File: src/rtl/sram_ctrl_pkg.sv
package sram_ctrl_pkg;

  typedef enum logic [1:0] {
    ST_IDLE,
    ST_READ,
    ST_WRITE,
    ST_GAP
  } phase_e;

  // ceil(ns / period), never below one cycle
  function automatic int unsigned ns_to_cyc(int unsigned ns, int unsigned period);
    int unsigned c;
    c = (ns + period - 1) / period;
    return (c == 0) ? 1 : c;
  endfunction

  function automatic int unsigned umax(int unsigned a, int unsigned b);
    return (a > b) ? a : b;
  endfunction

endpackage

File: src/rtl/sram_ctrl_seq.sv
module sram_ctrl_seq
  import sram_ctrl_pkg::*;
#(
  parameter int unsigned N_RD   = 38,
  parameter int unsigned N_WR   = 38,
  parameter int unsigned N_TURN = 10,
  parameter int unsigned N_DW   = 10
) (
  input  logic clk_i,
  input  logic rst_ni,
  input  logic req_valid_i,
  input  logic req_write_i,
  output logic req_ready_o,
  output logic accept_o,
  output logic act_next_o,
  output logic capture_o,
  output logic done_o,
  output logic ce_no,
  output logic we_no,
  output logic oe_no,
  output logic dq_oe_o
);

  localparam int unsigned NMAX  = umax(N_RD, N_WR);
  localparam int unsigned CNT_W = $clog2(NMAX + 1);
  localparam int unsigned N_DRV = N_WR - N_TURN;
  localparam int unsigned RUN_W = CNT_W + 1;

  phase_e st_q, st_d;
  logic [CNT_W-1:0] cnt_q, cnt_d;
  logic last_c;

  assign req_ready_o = (st_q == ST_IDLE);
  assign accept_o    = req_valid_i && req_ready_o;
  assign last_c      = (cnt_q == '0);
  assign capture_o   = (st_q == ST_READ) && last_c;
  assign act_next_o  = (st_d == ST_READ) || (st_d == ST_WRITE);

  always_comb begin
    st_d  = st_q;
    cnt_d = cnt_q;
    unique case (st_q)
      ST_IDLE: if (accept_o) begin
        st_d  = req_write_i ? ST_WRITE : ST_READ;
        cnt_d = req_write_i ? CNT_W'(N_WR - 1) : CNT_W'(N_RD - 1);
      end
      ST_READ, ST_WRITE: begin
        if (last_c) st_d = ST_GAP;
        else        cnt_d = cnt_q - 1'b1;
      end
      ST_GAP:  st_d = ST_IDLE;
      default: st_d = ST_IDLE;
    endcase
  end

  // pins decoded from next state so they leave a flop
  always_ff @(posedge clk_i or negedge rst_ni) begin
    if (!rst_ni) begin
      st_q    <= ST_IDLE;
      cnt_q   <= '0;
      ce_no   <= 1'b1;
      we_no   <= 1'b1;
      oe_no   <= 1'b1;
      dq_oe_o <= 1'b0;
      done_o  <= 1'b0;
    end else begin
      st_q    <= st_d;
      cnt_q   <= cnt_d;
      ce_no   <= !act_next_o;
      we_no   <= (st_d != ST_WRITE);
      oe_no   <= (st_d != ST_READ);
      dq_oe_o <= (st_d == ST_WRITE) && (cnt_d < CNT_W'(N_DRV));
      done_o  <= ((st_q == ST_READ) || (st_q == ST_WRITE)) && last_c;
    end
  end

  // run-length counters for pulse-width checks
  logic [RUN_W-1:0] we_run_q, oe_run_q, drv_run_q;

  always_ff @(posedge clk_i or negedge rst_ni) begin
    if (!rst_ni) begin
      we_run_q  <= '0;
      oe_run_q  <= '0;
      drv_run_q <= '0;
    end else begin
      we_run_q  <= we_no    ? '0 : ((&we_run_q)  ? we_run_q  : we_run_q + 1'b1);
      oe_run_q  <= oe_no    ? '0 : ((&oe_run_q)  ? oe_run_q  : oe_run_q + 1'b1);
      drv_run_q <= !dq_oe_o ? '0 : ((&drv_run_q) ? drv_run_q : drv_run_q + 1'b1);
    end
  end

  p_read_width_r3: assert property (@(posedge clk_i) disable iff (!rst_ni)
    $rose(oe_no) |-> oe_run_q >= RUN_W'(N_RD));

  p_write_width_r5: assert property (@(posedge clk_i) disable iff (!rst_ni)
    $rose(we_no) |-> we_run_q >= RUN_W'(N_WR));

  p_we_oe_excl_r5: assert property (@(posedge clk_i) disable iff (!rst_ni)
    !we_no |-> oe_no);

  p_turnaround_r6: assert property (@(posedge clk_i) disable iff (!rst_ni)
    $rose(dq_oe_o) |-> (!we_no && we_run_q >= RUN_W'(N_TURN)));

  p_data_setup_r6: assert property (@(posedge clk_i) disable iff (!rst_ni)
    $rose(we_no) |-> drv_run_q >= RUN_W'(N_DW));

  p_gap_r8: assert property (@(posedge clk_i) disable iff (!rst_ni)
    done_o |-> (ce_no && we_no && oe_no && !dq_oe_o));

  p_no_conflict_r11: assert property (@(posedge clk_i) disable iff (!rst_ni)
    dq_oe_o |-> oe_no);

endmodule

File: src/rtl/sram_ctrl_lane.sv
module sram_ctrl_lane (
  input  logic       clk_i,
  input  logic       rst_ni,
  input  logic       accept_i,
  input  logic       act_next_i,
  input  logic       capture_i,
  input  logic       be_i,
  input  logic [7:0] wdata_i,
  input  logic [7:0] dq_i,
  output logic       bs_no,
  output logic [7:0] dq_o,
  output logic [7:0] rdata_o
);

  logic mask_q, mask_d;

  assign mask_d = accept_i ? be_i : mask_q;

  always_ff @(posedge clk_i or negedge rst_ni) begin
    if (!rst_ni) begin
      mask_q  <= 1'b0;
      bs_no   <= 1'b1;
      dq_o    <= '0;
      rdata_o <= '0;
    end else begin
      mask_q <= mask_d;
      bs_no  <= !(act_next_i && mask_d);
      if (accept_i)  dq_o    <= wdata_i;
      if (capture_i) rdata_o <= mask_q ? dq_i : 8'h00;
    end
  end

  p_strobe_hold_r7: assert property (@(posedge clk_i) disable iff (!rst_ni)
    (!bs_no && !$past(bs_no)) |-> $stable(dq_o));

endmodule

File: src/rtl/sram_ctrl.sv
module sram_ctrl
  import sram_ctrl_pkg::*;
#(
  parameter int unsigned CLK_PERIOD_NS = 4,
  parameter int unsigned ADDR_W        = 16,
  parameter int unsigned DATA_W        = 16,
  parameter int unsigned T_CYCLE_NS    = 150,
  parameter int unsigned T_ADDR_ACC_NS = 150,
  parameter int unsigned T_OE_ACC_NS   = 80,
  parameter int unsigned T_WE_PULSE_NS = 80,
  parameter int unsigned T_ADDR_END_NS = 150,
  parameter int unsigned T_BYTE_END_NS = 70,
  parameter int unsigned T_DSETUP_NS   = 40,
  parameter int unsigned T_RELEASE_NS  = 40
) (
  input  logic              clk_i,
  input  logic              rst_ni,
  input  logic              req_valid_i,
  output logic              req_ready_o,
  input  logic              req_write_i,
  input  logic [ADDR_W-1:0] req_addr_i,
  input  logic [DATA_W-1:0] req_wdata_i,
  input  logic [DATA_W/8-1:0] req_be_i,
  output logic              done_o,
  output logic [DATA_W-1:0] rd_data_o,
  output logic [ADDR_W-1:0] sram_addr_o,
  output logic              sram_ce_no,
  output logic              sram_we_no,
  output logic              sram_oe_no,
  output logic [DATA_W/8-1:0] sram_bs_no,
  output logic [DATA_W-1:0] sram_dq_o,
  output logic              sram_dq_oe_o,
  input  logic [DATA_W-1:0] sram_dq_i
);

  localparam int unsigned LANES  = DATA_W / 8;
  localparam int unsigned C_CYC  = ns_to_cyc(T_CYCLE_NS, CLK_PERIOD_NS);
  localparam int unsigned C_AA   = ns_to_cyc(T_ADDR_ACC_NS, CLK_PERIOD_NS);
  localparam int unsigned C_OE   = ns_to_cyc(T_OE_ACC_NS, CLK_PERIOD_NS);
  localparam int unsigned C_WP   = ns_to_cyc(T_WE_PULSE_NS, CLK_PERIOD_NS);
  localparam int unsigned C_AW   = ns_to_cyc(T_ADDR_END_NS, CLK_PERIOD_NS);
  localparam int unsigned C_BW   = ns_to_cyc(T_BYTE_END_NS, CLK_PERIOD_NS);
  localparam int unsigned C_DW   = ns_to_cyc(T_DSETUP_NS, CLK_PERIOD_NS);
  localparam int unsigned N_TURN = ns_to_cyc(T_RELEASE_NS, CLK_PERIOD_NS);
  localparam int unsigned N_RD   = umax(C_CYC, umax(C_AA, C_OE));
  localparam int unsigned N_WR   = umax(umax(C_CYC, C_AW), umax(umax(C_WP, C_BW), N_TURN + C_DW));

  logic accept, act_next, capture;

  sram_ctrl_seq #(
    .N_RD  (N_RD),
    .N_WR  (N_WR),
    .N_TURN(N_TURN),
    .N_DW  (C_DW)
  ) u_seq (
    .clk_i      (clk_i),
    .rst_ni     (rst_ni),
    .req_valid_i(req_valid_i),
    .req_write_i(req_write_i),
    .req_ready_o(req_ready_o),
    .accept_o   (accept),
    .act_next_o (act_next),
    .capture_o  (capture),
    .done_o     (done_o),
    .ce_no      (sram_ce_no),
    .we_no      (sram_we_no),
    .oe_no      (sram_oe_no),
    .dq_oe_o    (sram_dq_oe_o)
  );

  always_ff @(posedge clk_i or negedge rst_ni) begin
    if (!rst_ni)     sram_addr_o <= '0;
    else if (accept) sram_addr_o <= req_addr_i;
  end

  for (genvar l = 0; l < LANES; l++) begin : g_lane
    sram_ctrl_lane u_lane (
      .clk_i     (clk_i),
      .rst_ni    (rst_ni),
      .accept_i  (accept),
      .act_next_i(act_next),
      .capture_i (capture),
      .be_i      (req_be_i[l]),
      .wdata_i   (req_wdata_i[8*l +: 8]),
      .dq_i      (sram_dq_i[8*l +: 8]),
      .bs_no     (sram_bs_no[l]),
      .dq_o      (sram_dq_o[8*l +: 8]),
      .rdata_o   (rd_data_o[8*l +: 8])
    );
  end

  p_addr_we_r9: assert property (@(posedge clk_i) disable iff (!rst_ni)
    (!sram_we_no && $past(!sram_we_no)) |-> $stable(sram_addr_o));

  p_addr_oe_r9: assert property (@(posedge clk_i) disable iff (!rst_ni)
    (!sram_oe_no && $past(!sram_oe_no)) |-> $stable(sram_addr_o));

  p_ready_idle_r2: assert property (@(posedge clk_i) disable iff (!rst_ni)
    req_ready_o |-> (sram_ce_no && !done_o));

endmodule

File: config.mk
export PLATFORM = sky130hd
export DESIGN_NAME = sram_ctrl
export DESIGN_NICKNAME = d
export VERILOG_FILES = /design/src/rtl/sram_ctrl_pkg.sv /design/src/rtl/sram_ctrl_seq.sv /design/src/rtl/sram_ctrl_lane.sv /design/src/rtl/sram_ctrl.sv
export SDC_FILE = /design/constraint.sdc
export NUM_CORES = 1
export LEC_CHECK = 0
export BUFFER_PORTS_ARGS = -buffer_cell sky130_fd_sc_hd__clkbuf_2
export CAP_MARGIN = 20
export CORE_ASPECT_RATIO = 0.8
export CORE_UTILIZATION = 52
export DETAILED_ROUTE_END_ITERATION = 8
export GPL_ROUTABILITY_DRIVEN = 0
export GPL_TIMING_DRIVEN = 0
export PLACE_DENSITY = 0.82
export SYNTH_ARGS = -nofsm -noshare
export SYNTH_HDL_FRONTEND = slang
export SYNTH_HIERARCHICAL = 1
export SYNTH_SLANG_ARGS = --single-unit
export TNS_END_PERCENT = 20
File: constraint.sdc
create_clock -name clk_i -period 4.14 [get_ports clk_i]
set_clock_uncertainty 0.15 [all_clocks]
set_input_delay 0.621 -clock clk_i [delete_from_list [all_inputs] [get_ports clk_i]]
set_output_delay 0.621 -clock clk_i [all_outputs]
set_load 0.01 [all_outputs]
; Yosys cells after proc, flatten, opt, wreduce, memory -nomap -nowiden
; Index checks and enable logic that the tools add are counted.
[totals]
wordCells = 50
ff_bits = 65
in_bits = 54
[classes]
eq_ne = 7
n_reduce_logical = 14
n_mux = 11
n_addsub = 1
magnitude_cmp = 1
[op_table]
columns = cell, n
row1 = 2-to-1 mux 8 bit, 2
row2 = 2-to-1 mux 6 bit, 2
row3 = case mux 6 bit (2 select lines), 1
row4 = == test 2 bit (second input constant), 3
row5 = logical AND 1 bit, 6
row6 = zero test 6 bit, 1
row7 = less-than comparator 6 x 5 -> 1 bit (second input constant), 1
row8 = 2-to-1 mux 2 bit, 3
row9 = case mux 2 bit (3 select lines), 1
row10 = subtractor 6 x 1 -> 6 bit (second input constant), 1
row11 = == test 2 x 1 -> 1 bit (second input constant), 2
row12 = zero test 1 bit, 3
row13 = zero test 2 bit, 1
row14 = logical OR 1 bit, 2
row15 = 2-to-1 mux 1 bit, 2
row16 = inequality test 2 x 1 -> 1 bit (second input constant), 1
row17 = inequality test 2 bit (second input constant), 1
row18 = OR reduction 2 bit, 1

; Logic depth before layout (Yosys ltp)
; Gate-level depths: netlist of the first run.
[depth]
word_depth = 8
depth_mapped = 9
ltp_nobuf = 9

; By module
; Netlist of the first run, hierarchy kept.
[by_module_without_submodules]
columns = mod, cells_each, area_per_inst_um2, seq_area_each_um2, n_inst
row1 = sram_ctrl_lane, 55, 696.9, 451.7, 2
row2 = sram_ctrl_seq, 87, 840.8, 329.1, 1
row3 = sram_ctrl, 34, 649.4, 400.4, 1

; Worst setup path before layout of the first run
; Ideal clock, no wire load.
[synth_timing]
path_type = register to register
startpoint = register u_seq.cnt_q[2]
endpoint = register u_seq.dq_oe_o
setup_slack_ns = 2.018
arrival_ns = 1.861
required_time_ns = 3.879
n_path_buf = 2
setup_ns = 0.111
synth_period_minus_slack_ns = 2.122
path_stages_with_launch = 10
cell_sequence = dfrtp_1 buf_6 or3_1 buf_2 or2_4 nor2_1 o311a_1 ha_1 inv_1 a2111oi_2
[synth_via]
elab_chain_cells = 5
[synth_lines]
columns = element, line_no
row1 = start: declaration, sram_ctrl_seq.sv:30  ; logic [CNT_W-1:0] cnt_q, cnt_d;
row2 = start signal: assignment, sram_ctrl_seq.sv:68  ; cnt_q <= cnt_d;
row3 = zero test 6 bit, sram_ctrl_seq.sv:35  ; assign last_c = (cnt_q == '0);
row4 = 2-to-1 mux 2 bit, sram_ctrl_seq.sv:48  ; if (last_c) st_d = ST_GAP;
row5 = case mux 2 bit (3 select lines), sram_ctrl_seq.sv:42  ; unique case (st_q)
row6 = named net u_seq.st_d[1], sram_ctrl_seq.sv:29  ; phase_e st_q, st_d;
row7 = == test 2 bit, sram_ctrl_seq.sv:72  ; dq_oe_o <= (st_d == ST_WRITE) && (cnt_d < CNT_W'(N_DRV));
row8 = logical AND 1 bit, sram_ctrl_seq.sv:72
row9 = end signal: assignment, sram_ctrl_seq.sv:72
row10 = end: declaration, sram_ctrl_seq.sv:21  ; output logic dq_oe_o
; The timed path passes the listed nets, and every way through them passes these cells.
; A chain may end at the register's enable or synchronous reset.

; Final worst setup path of the first run
; Ends and elaborated chain as after synthesis.

==> results_dict.tcl, run 1 <==
set metrics [dict create \
    status "completed" \
    core_sq_um 5180 \
    maximum_fanout_encountered_on_the_critical_timing_path 9 \
    totalPowerFinal_w 0.002933 \
    crit_path_end_kind "register" \
    vias 2157 \
    fp.dieH_um 68.61 \
    tritoncts.num_buffers 9 \
    worst_r2r_startpoint "u_seq/cnt_q[2]" \
    setup_violations 0 \
    cts_hold_repair.buffers 0 \
    drt_pass1_iterations 4 \
    areaGrowthSynthToFinish_pct 28.76 \
    cpLargestDelayFamily "simple AND/OR/NAND/NOR gates" \
    route.antenna.remaining_nets 0 \
    synth.ff_latch_count 65 \
    drtIter0Drc 149 \
    post_cts.repair.setup_buffers 0 \
    max_stage_delay_ns 0.38 \
    critPathLaunch "u_seq/cnt_q[2]" \
    fin_crit_ns 2.325 \
    timing.fmax_mhz 430.2 \
    setup.worst_path.class "reg2reg" \
    synth.yosys.seq_area_share_pct 56.62 \
    synthesis.instances 231 \
    worst_skew_pair.late_latency_ns 0.33 \
    clk_transition_reported_paths_ns 0.06 \
    placementRows 23 \
    placed_area_sq_um 3510 \
    first_pass_grt_wire_length_mm 9.680 \
    grt_pass1_vias 2083 \
    min_path_type "in2async" \
    initial_antenna_violation_count 0 \
    crit_buf_inv 3 \
    synth.cell_area_sq_um 2884 \
    yosys.cell_types.count 42 \
    worstPathArrival_ns 2.40 \
    drt_drc_violations_left 0 \
    cts.root.buffer_cell "sky130_fd_sc_hd__clkbuf_8" \
    ctsHtreeMaxLevel 3 \
    synthesis.nets 293 \
    grt.overflow.total 0 \
    vdd_ir_drop_max_mv 0.4497 \
    clock_sink_count 65 \
    holdWs_ns 0.2591 \
    yosysWarningCount 6 \
    maxSlewHeadroom_pct 42.79 \
    io_buffer_count 109 \
    rsz_0062_raised_after_global_routing "no" \
    pwr_density_cell_nw_per_um2 789.8 \
    post_drt_wl_per_cell_um 14.70 \
    initial_core_util_pct 55.68 \
    clk_path_buf_depth 2 \
    routed_via_density 5.160 \
    grt_max_degree 66 \
    drive_above_1_share_pct 50.00 \
    postSynthAreaPerCell_sq_um 12.48 \
    die_area_sq_um 5850 \
    critPathLaunchType "register" \
    finalCritPeriodShare_pct 56.15 \
    timing.max_cap.violations 0 \
    diodes 0 \
    final_instance_area_sq_um 3714 \
    ctsResizeCount 0 \
    groute.usage.overall_pct 22.23 \
    final_core_utilization_pct 71.69 \
    layout.cells.most_common "sky130_fd_sc_hd__clkbuf_2" \
    final_hold_viol_count 0 \
    critical-path-slowest-cell "sky130_fd_sc_hd__dfrtp_1" \
    chipWidth_um 85.27 \
    most-common-layout-cells "108 x sky130_fd_sc_hd__clkbuf_2, 60 x sky130_fd_sc_hd__dfrtp_1, 26 x sky130_fd_sc_hd__inv_1, 23 x sky130_fd_sc_hd__mux2_2, 23 x sky130_fd_sc_hd__o21ai_0" \
    tightest_slew_ns 0.8582 \
    dp_hpwl_mm 4.530 \
    setup_total_negative_slack_ns 0 \
    tritoncts "yes" \
    worst_ep_required_time_ns 4.21 \
    layout.nets 413 \
    final_max_slew_viol_count 0 \
    power_leakage_nw 1.899 \
    totalWireLength_mm 6.143 \
    crit_path_cell_trace "buf_6, or3_1, buf_2, or2_4, nor2_1, o311a_1, ha_1, inv_1, a2111oi_2" \
    floorplan.io_pins 110 \
]
==> worst register-to-register path, delay by kind of cell, from the launching register on <==
kind,cells,cell delay (ns)
buffers and inverters,3,0.37
AO/OA/AOI/OAI,2,0.44
AND/OR/NAND/NOR,3,0.71
adder cells (fa/ha/maj),1,0.16
flip-flops,1,0.38
==> per-layer routing <==
metal  wire (um)  share of wire (%)  GRT usage, %  up-vias
met2        2902                 47         36.19       96
met4          49               0.80         6.250        0
met3         496                8.1         9.524        5
met1        2695                 44         27.63     1020
li1            -                  -             -     1036
met5           0                  0             0        -
==> where the power goes <==
| group | leakage, nW | switching [W] | total [W] | internal (W) |
|---|---|---|---|---|
| clock network | 0.102 | 0.000221 | 0.000561 | 0.000339 |
| registers | 0.745 | 0.000169 | 0.00112 | 0.000948 |
| logic | 1.05 | 0.000646 | 0.00126 | 0.000609 |
| total | 1.90 | 0.00104 | 0.00293 | 0.00190 |
==> kinds of logic (layout without fill, tap and decap cells) <==
group,count (synthesis),in the layout,synth area share (%)
muxes,37,37,16.10
adders and majority gates,8,8,3.471
AOI/OAI and AO/OA,37,37,8.200
DFF,65,65,56.62
buffers and inverters,36,161,6.681
and+or+nand+nor,48,48,8.938
==> path summary, 6_finish.rpt <==
check | endpoint | slack (ns) | cells past startpoint
worst min register to register | g_lane[1].u_lane/dq_o[4] | 0.36 | 1
max in group asynchronous | u_seq/cnt_q[0] | 3.00 | 1
min in group clk_i | g_lane[1].u_lane/dq_o[4] | 0.36 | 1
worst max register to register | u_seq/dq_oe_o | 1.82 | 9
worst max-delay path | u_seq/dq_oe_o | 1.82 | 9
worst min-delay path | u_seq/cnt_q[5] | 0.26 | 1
==> cell usage after synthesis, drive strengths merged <==
cell     instances  area share (%)
and2             2            0.43
nand2            8             1.2
a21oi            1            0.17
nand2b           1            0.22
and3             1            0.22
mux2i            1            0.35
or2              4            0.95
nand3           18             3.1
nand3b           1            0.26
or4              1            0.26
inv             26             3.4
o31a             1            0.30
dfstp            5             4.6
o2111ai          1            0.30
or3              1            0.22
a22o             1            0.30
ha               8             3.5
a32oi            1            0.30
o311a            1            0.35
nand4            2            0.43
a2bb2oi          1            0.30
mux2            36              16
o21ai           24             4.2
a21boi           1            0.26
nor2b            3            0.65
a2111oi          1            0.52
nor3             2            0.35
o311ai           3            0.91
buf             10             3.3
o221ai           1            0.30
dfrtp           60              52
nor2             3            0.39
nor4             1            0.22
==> state kept, by name (all words and copies together) (netlist names) <==
register / count
g_lane.u_lane/dq_o: 16
g_lane.u_lane/rdata_o: 16
sram_addr_o: 16
u_seq/cnt_q: 6
g_lane.u_lane/bs_no: 2
g_lane.u_lane/mask_q: 2
u_seq/st_q: 2
u_seq/ce_no: 1
u_seq/done_o: 1
u_seq/dq_oe_o: 1
u_seq/oe_no: 1
u_seq/we_no: 1
==> cell type report <==
class | count | area, sq um
Buffer | 10 | 95.09
Clock buffer | 13 | 138.9
Clock inverter | 3 | 65.06
Fill cell | 396 | 1466
Inverter | 26 | 97.59
Multi-Input combinational cell | 130 | 1059
Sequential cell | 65 | 1633
Tap cell | 62 | 77.57
Timing Repair Buffer | 109 | 548.0
==> stage by stage <==
step / cells / worst slack, ns
2_1_floorplan: 231 / 2.018
3_3_place_gp: 402 / 1.848
3_5_place_dp: 402 / 1.843
4_1_cts: 418 / 1.812
5_1_grt: 418 / 1.597
6_report: 418 / 1.815
No activity file was read; power rests on OpenSTA's default activity.
==> inputs of run 2 (changes only) <==
--- a/config.mk
+++ b/config.mk
@@ -5,14 +5,15 @@
 export SDC_FILE = /design/constraint.sdc
 export NUM_CORES = 1
 export LEC_CHECK = 0
+export ABC_AREA = 1
 export BUFFER_PORTS_ARGS = -buffer_cell sky130_fd_sc_hd__clkbuf_2
 export CAP_MARGIN = 20
 export CORE_ASPECT_RATIO = 0.8
-export CORE_UTILIZATION = 52
+export CORE_UTILIZATION = 49
 export DETAILED_ROUTE_END_ITERATION = 8
 export GPL_ROUTABILITY_DRIVEN = 0
 export GPL_TIMING_DRIVEN = 0
-export PLACE_DENSITY = 0.82
+export PLACE_DENSITY = 0.78
 export SYNTH_ARGS = -nofsm -noshare
 export SYNTH_HDL_FRONTEND = slang
 export SYNTH_HIERARCHICAL = 1
==> constraint.sdc (replaced) <==
create_clock -name clk_i -period 2.2 [get_ports clk_i]
set_clock_uncertainty 0.15 [all_clocks]
set_input_delay 0.33 -clock clk_i [delete_from_list [all_inputs] [get_ports clk_i]]
set_output_delay 0.33 -clock clk_i [all_outputs]
set_load 0.01 [all_outputs]
==> run 2 against run 1 <==
Against the previous run: the flow now finishes with violations (negative hold slack); maximum frequency increased by 11%; register-to-register slack got worse by 1.7 ns; count of clock-buffer cells in the layout increased by 1; critical path depth increased by 1; synthesized cell count increased by 40%; combinational power increased by 110%; clock power increased by 85%; cell count increased by 26%; non-clock buffer count decreased by 1; area after synthesis increased by 0.43%; global-route usage decreased by 0.79 points; critical endpoint is now g_lane[0].u_lane/bs_no.
==> results_dict.tcl, run 2 <==
set metrics [dict create \
    io_buffer_count 109 \
    drtIter0Drc 101 \
    postSynthAreaPerCell_sq_um 8.940 \
    reg_top3 "g_lane.u_lane/dq_o (16), g_lane.u_lane/rdata_o (16), sram_addr_o (16)" \
    setup_total_negative_slack_ns 0 \
    most-common-layout-cells "153 x sky130_fd_sc_hd__nand2_1, 108 x sky130_fd_sc_hd__clkbuf_2, 60 x sky130_fd_sc_hd__dfrtp_1, 19 x sky130_fd_sc_hd__nand3_1, 18 x sky130_fd_sc_hd__inv_1" \
    dominant_register_cell_in_the_synthesized_netlist "sky130_fd_sc_hd__dfrtp_1" \
    tightest_slew_ns 0.8558 \
    grt.overflow.total 0 \
    worst_ep_required_time_ns 2.31 \
    dp_hpwl_mm 4.514 \
    die_area_sq_um 6224 \
    depth_of_the_most_critical_reg_to_reg_path 10 \
    groute.usage.overall_pct 21.44 \
    placementRows 24 \
    synth-edff-count 0 \
    core_sq_um 5585 \
    cts_hold_repair.buffers 0 \
    clk_transition_reported_paths_ns 0.07 \
    final_max_slew_viol_count 0 \
    crit_path_cell_trace "inv_2, ha_4, nand2_2, inv_4, o21ai_0, a22oi_1, inv_2, ha_1, inv_1, nand3_2" \
    holdWs_ns -0.01760 \
    final_hold_viol_count 38 \
    yosys.cell_types.count 30 \
    worstPathArrival_ns 2.20 \
    final_instance_area_sq_um 3767 \
    setup_violations 0 \
    floorplan.io_pins 110 \
    timing.fmax_mhz 478.8 \
    post_drt_wl_per_cell_um 11.67 \
    placed_cells_incl_taps 511 \
    crit_path_end_kind "register" \
    vias 2409 \
    initial_core_util_pct 51.86 \
    drive_above_1_share_pct 38.53 \
    yosys-top-cells-count "154 x sky130_fd_sc_hd__nand2_1, 60 x sky130_fd_sc_hd__dfrtp_1, 21 x sky130_fd_sc_hd__inv_1" \
    finalCritPeriodShare_pct 94.94 \
    fin_crit_ns 2.089 \
    maximum_fanout_encountered_on_the_critical_timing_path 9 \
    synth_area_leaders "sky130_fd_sc_hd__dfrtp_1 52%, sky130_fd_sc_hd__nand2_1 20%, sky130_fd_sc_hd__dfstp_2 4.5%" \
    synth.ff_latch_count 65 \
    initial_antenna_violation_count 0 \
    grt_max_degree 66 \
    yosysWarningCount 6 \
    critical-path-slowest-cell "sky130_fd_sc_hd__dfrtp_1" \
    placed_area_sq_um 3542 \
    tritoncts "yes" \
    routed_via_density 4.571 \
    tritoncts.num_buffers 9 \
    post-synth-top-count-cell "sky130_fd_sc_hd__nand2_1" \
    rsz_0062_raised_after_global_routing "no" \
    layout.nets 506 \
    max_stage_delay_ns 0.41 \
    largest_area_contributor_in_the_synthesized_netlist "sky130_fd_sc_hd__dfrtp_1" \
    timing.max_cap.violations 0 \
    pwr_density_cell_nw_per_um2 1550 \
    drt_pass1_iterations 4 \
    route.antenna.remaining_nets 0 \
    synth_largest_type_area_fraction_pct 51.84 \
    instances_no_fill 527 \
    setup.worst_path.class "reg2reg" \
    diodes 0 \
    min_path_type "in2async" \
    vdd_ir_drop_max_mv 0.8180 \
    fp.dieH_um 70.77 \
    cts.root.buffer_cell "sky130_fd_sc_hd__clkbuf_8" \
    dpl_worst_slack_ns -0.09943 \
    synth.yosys.seq_area_share_pct 56.37 \
    synth.cell_area_sq_um 2897 \
    power_leakage_nw 2.139 \
    worst_skew_pair.late_latency_ns 0.34 \
    chipWidth_um 87.96 \
    synthesis.instances 324 \
    totalWireLength_mm 6.151 \
    ctsHtreeMaxLevel 3 \
    clock_sink_count 65 \
    synthArstFlopShare_pct 100.0 \
    areaGrowthSynthToFinish_pct 30.06 \
    first_pass_grt_wire_length_mm 10.09 \
    cpMostUsedCell "sky130_fd_sc_hd__inv_2" \
    critPathLaunchType "register" \
    drt_drc_violations_left 0 \
    violations "negative hold slack" \
    status "finished with violations" \
    worst_slack_ns 0.1114 \
    post_cts.repair.setup_buffers 0 \
    synthesis.nets 386 \
    layout.cells.most_common "sky130_fd_sc_hd__nand2_1" \
    grt_pass1_vias 2343 \
    clk_path_buf_depth 2 \
    maxSlewHeadroom_pct 42.95 \
]
run 2: changes by cell type in the layout (fill, tap and decap cells not counted), sizes merged, moves of 3 or more:
| cell | previous run | this run |
|---|---|---|
| nand2 | 8 | 164 |
| mux2 | 36 | 0 |
| o21ai | 24 | 6 |
| nor2 | 3 | 11 |
| nand3 | 18 | 22 |
| inv | 26 | 29 |
| nor2b | 3 | 0 |
| o311ai | 3 | 0 |
| or2 | 4 | 1 |
run 2: cell families after synthesis:
| kind of cell | count (synthesis) | synth area share [%] |
|---|---|---|
| compound gates | 12 | 2.894 |
| xor+xnor | 1 | 0.3024 |
| fa+ha+maj | 8 | 3.456 |
| buf+inv | 38 | 7.300 |
| flops | 65 | 56.37 |
| simple gates | 200 | 29.68 |
run 2: final timing paths:
check / from / to / slack, ns
max: u_seq/st_q[0] / g_lane[0].u_lane/bs_no / 0.11
min: rst_ni / sram_addr_o[6] / -0.02
max reg2reg: u_seq/st_q[0] / g_lane[0].u_lane/bs_no / 0.11
min reg2reg: g_lane[0].u_lane/dq_o[1] / g_lane[0].u_lane/dq_o[1] / 0.32
max in group asynchronous: rst_ni / g_lane[0].u_lane/dq_o[7] / 1.37
min in group clk_i: req_addr_i[9] / sram_addr_o[9] / 0.04
run 2: power breakdown:
| part | internal, W | leakage (nW) | switching, W | total, W |
|---|---|---|---|---|
| combinational | 0.00106 | 1.26 | 0.00158 | 0.00265 |
| sequential | 0.00181 | 0.772 | 0.000348 | 0.00216 |
| clock | 0.000615 | 0.107 | 0.000420 | 0.00104 |
run 2: timing repair:
action	CTS	global route
setup endpoints to repair	2	2
gates cloned	0	0
gates resized for setup	3	3
pin swaps	0	0
run 2: routing by layer:
metal  track usage (%)  up-vias  wire [um]
met5                 0        -          0
met1             27.42     1070       2864
met2             33.07       90       2757
met3             5.951       11        417
met4             11.66        0        112
li1                  -     1238          -
run 2: area by class of cell:
class | instances | area, sq um
Inverter | 29 | 116.4
Tap cell | 78 | 97.59
Clock inverter | 2 | 35.03
Fill cell | 475 | 1818
Buffer | 9 | 97.59
Sequential cell | 65 | 1633
Multi-Input combinational cell | 221 | 1067
Clock buffer | 14 | 172.7
Timing Repair Buffer | 109 | 548.0
run 2: worst max-delay path, delay by kind of cell (launching register included):
kind            cells  cell delay, ns
simple gates        2            0.19
buf+inv             4            0.43
compound gates      2            0.36
flops               1            0.41
fa+ha+maj           2            0.47
run 2: metrics by stage:
| step | util (%) | power, W |
|---|---|---|
| detailed placement | 63.42 | 0.004777 |
| finish | 67.45 | 0.005839 |
| CTS | 67.27 | 0.005855 |
| global placement | 63.37 | 0.004673 |
| floorplan | - | 0.003836 |
| global route | 67.45 | 0.006311 |
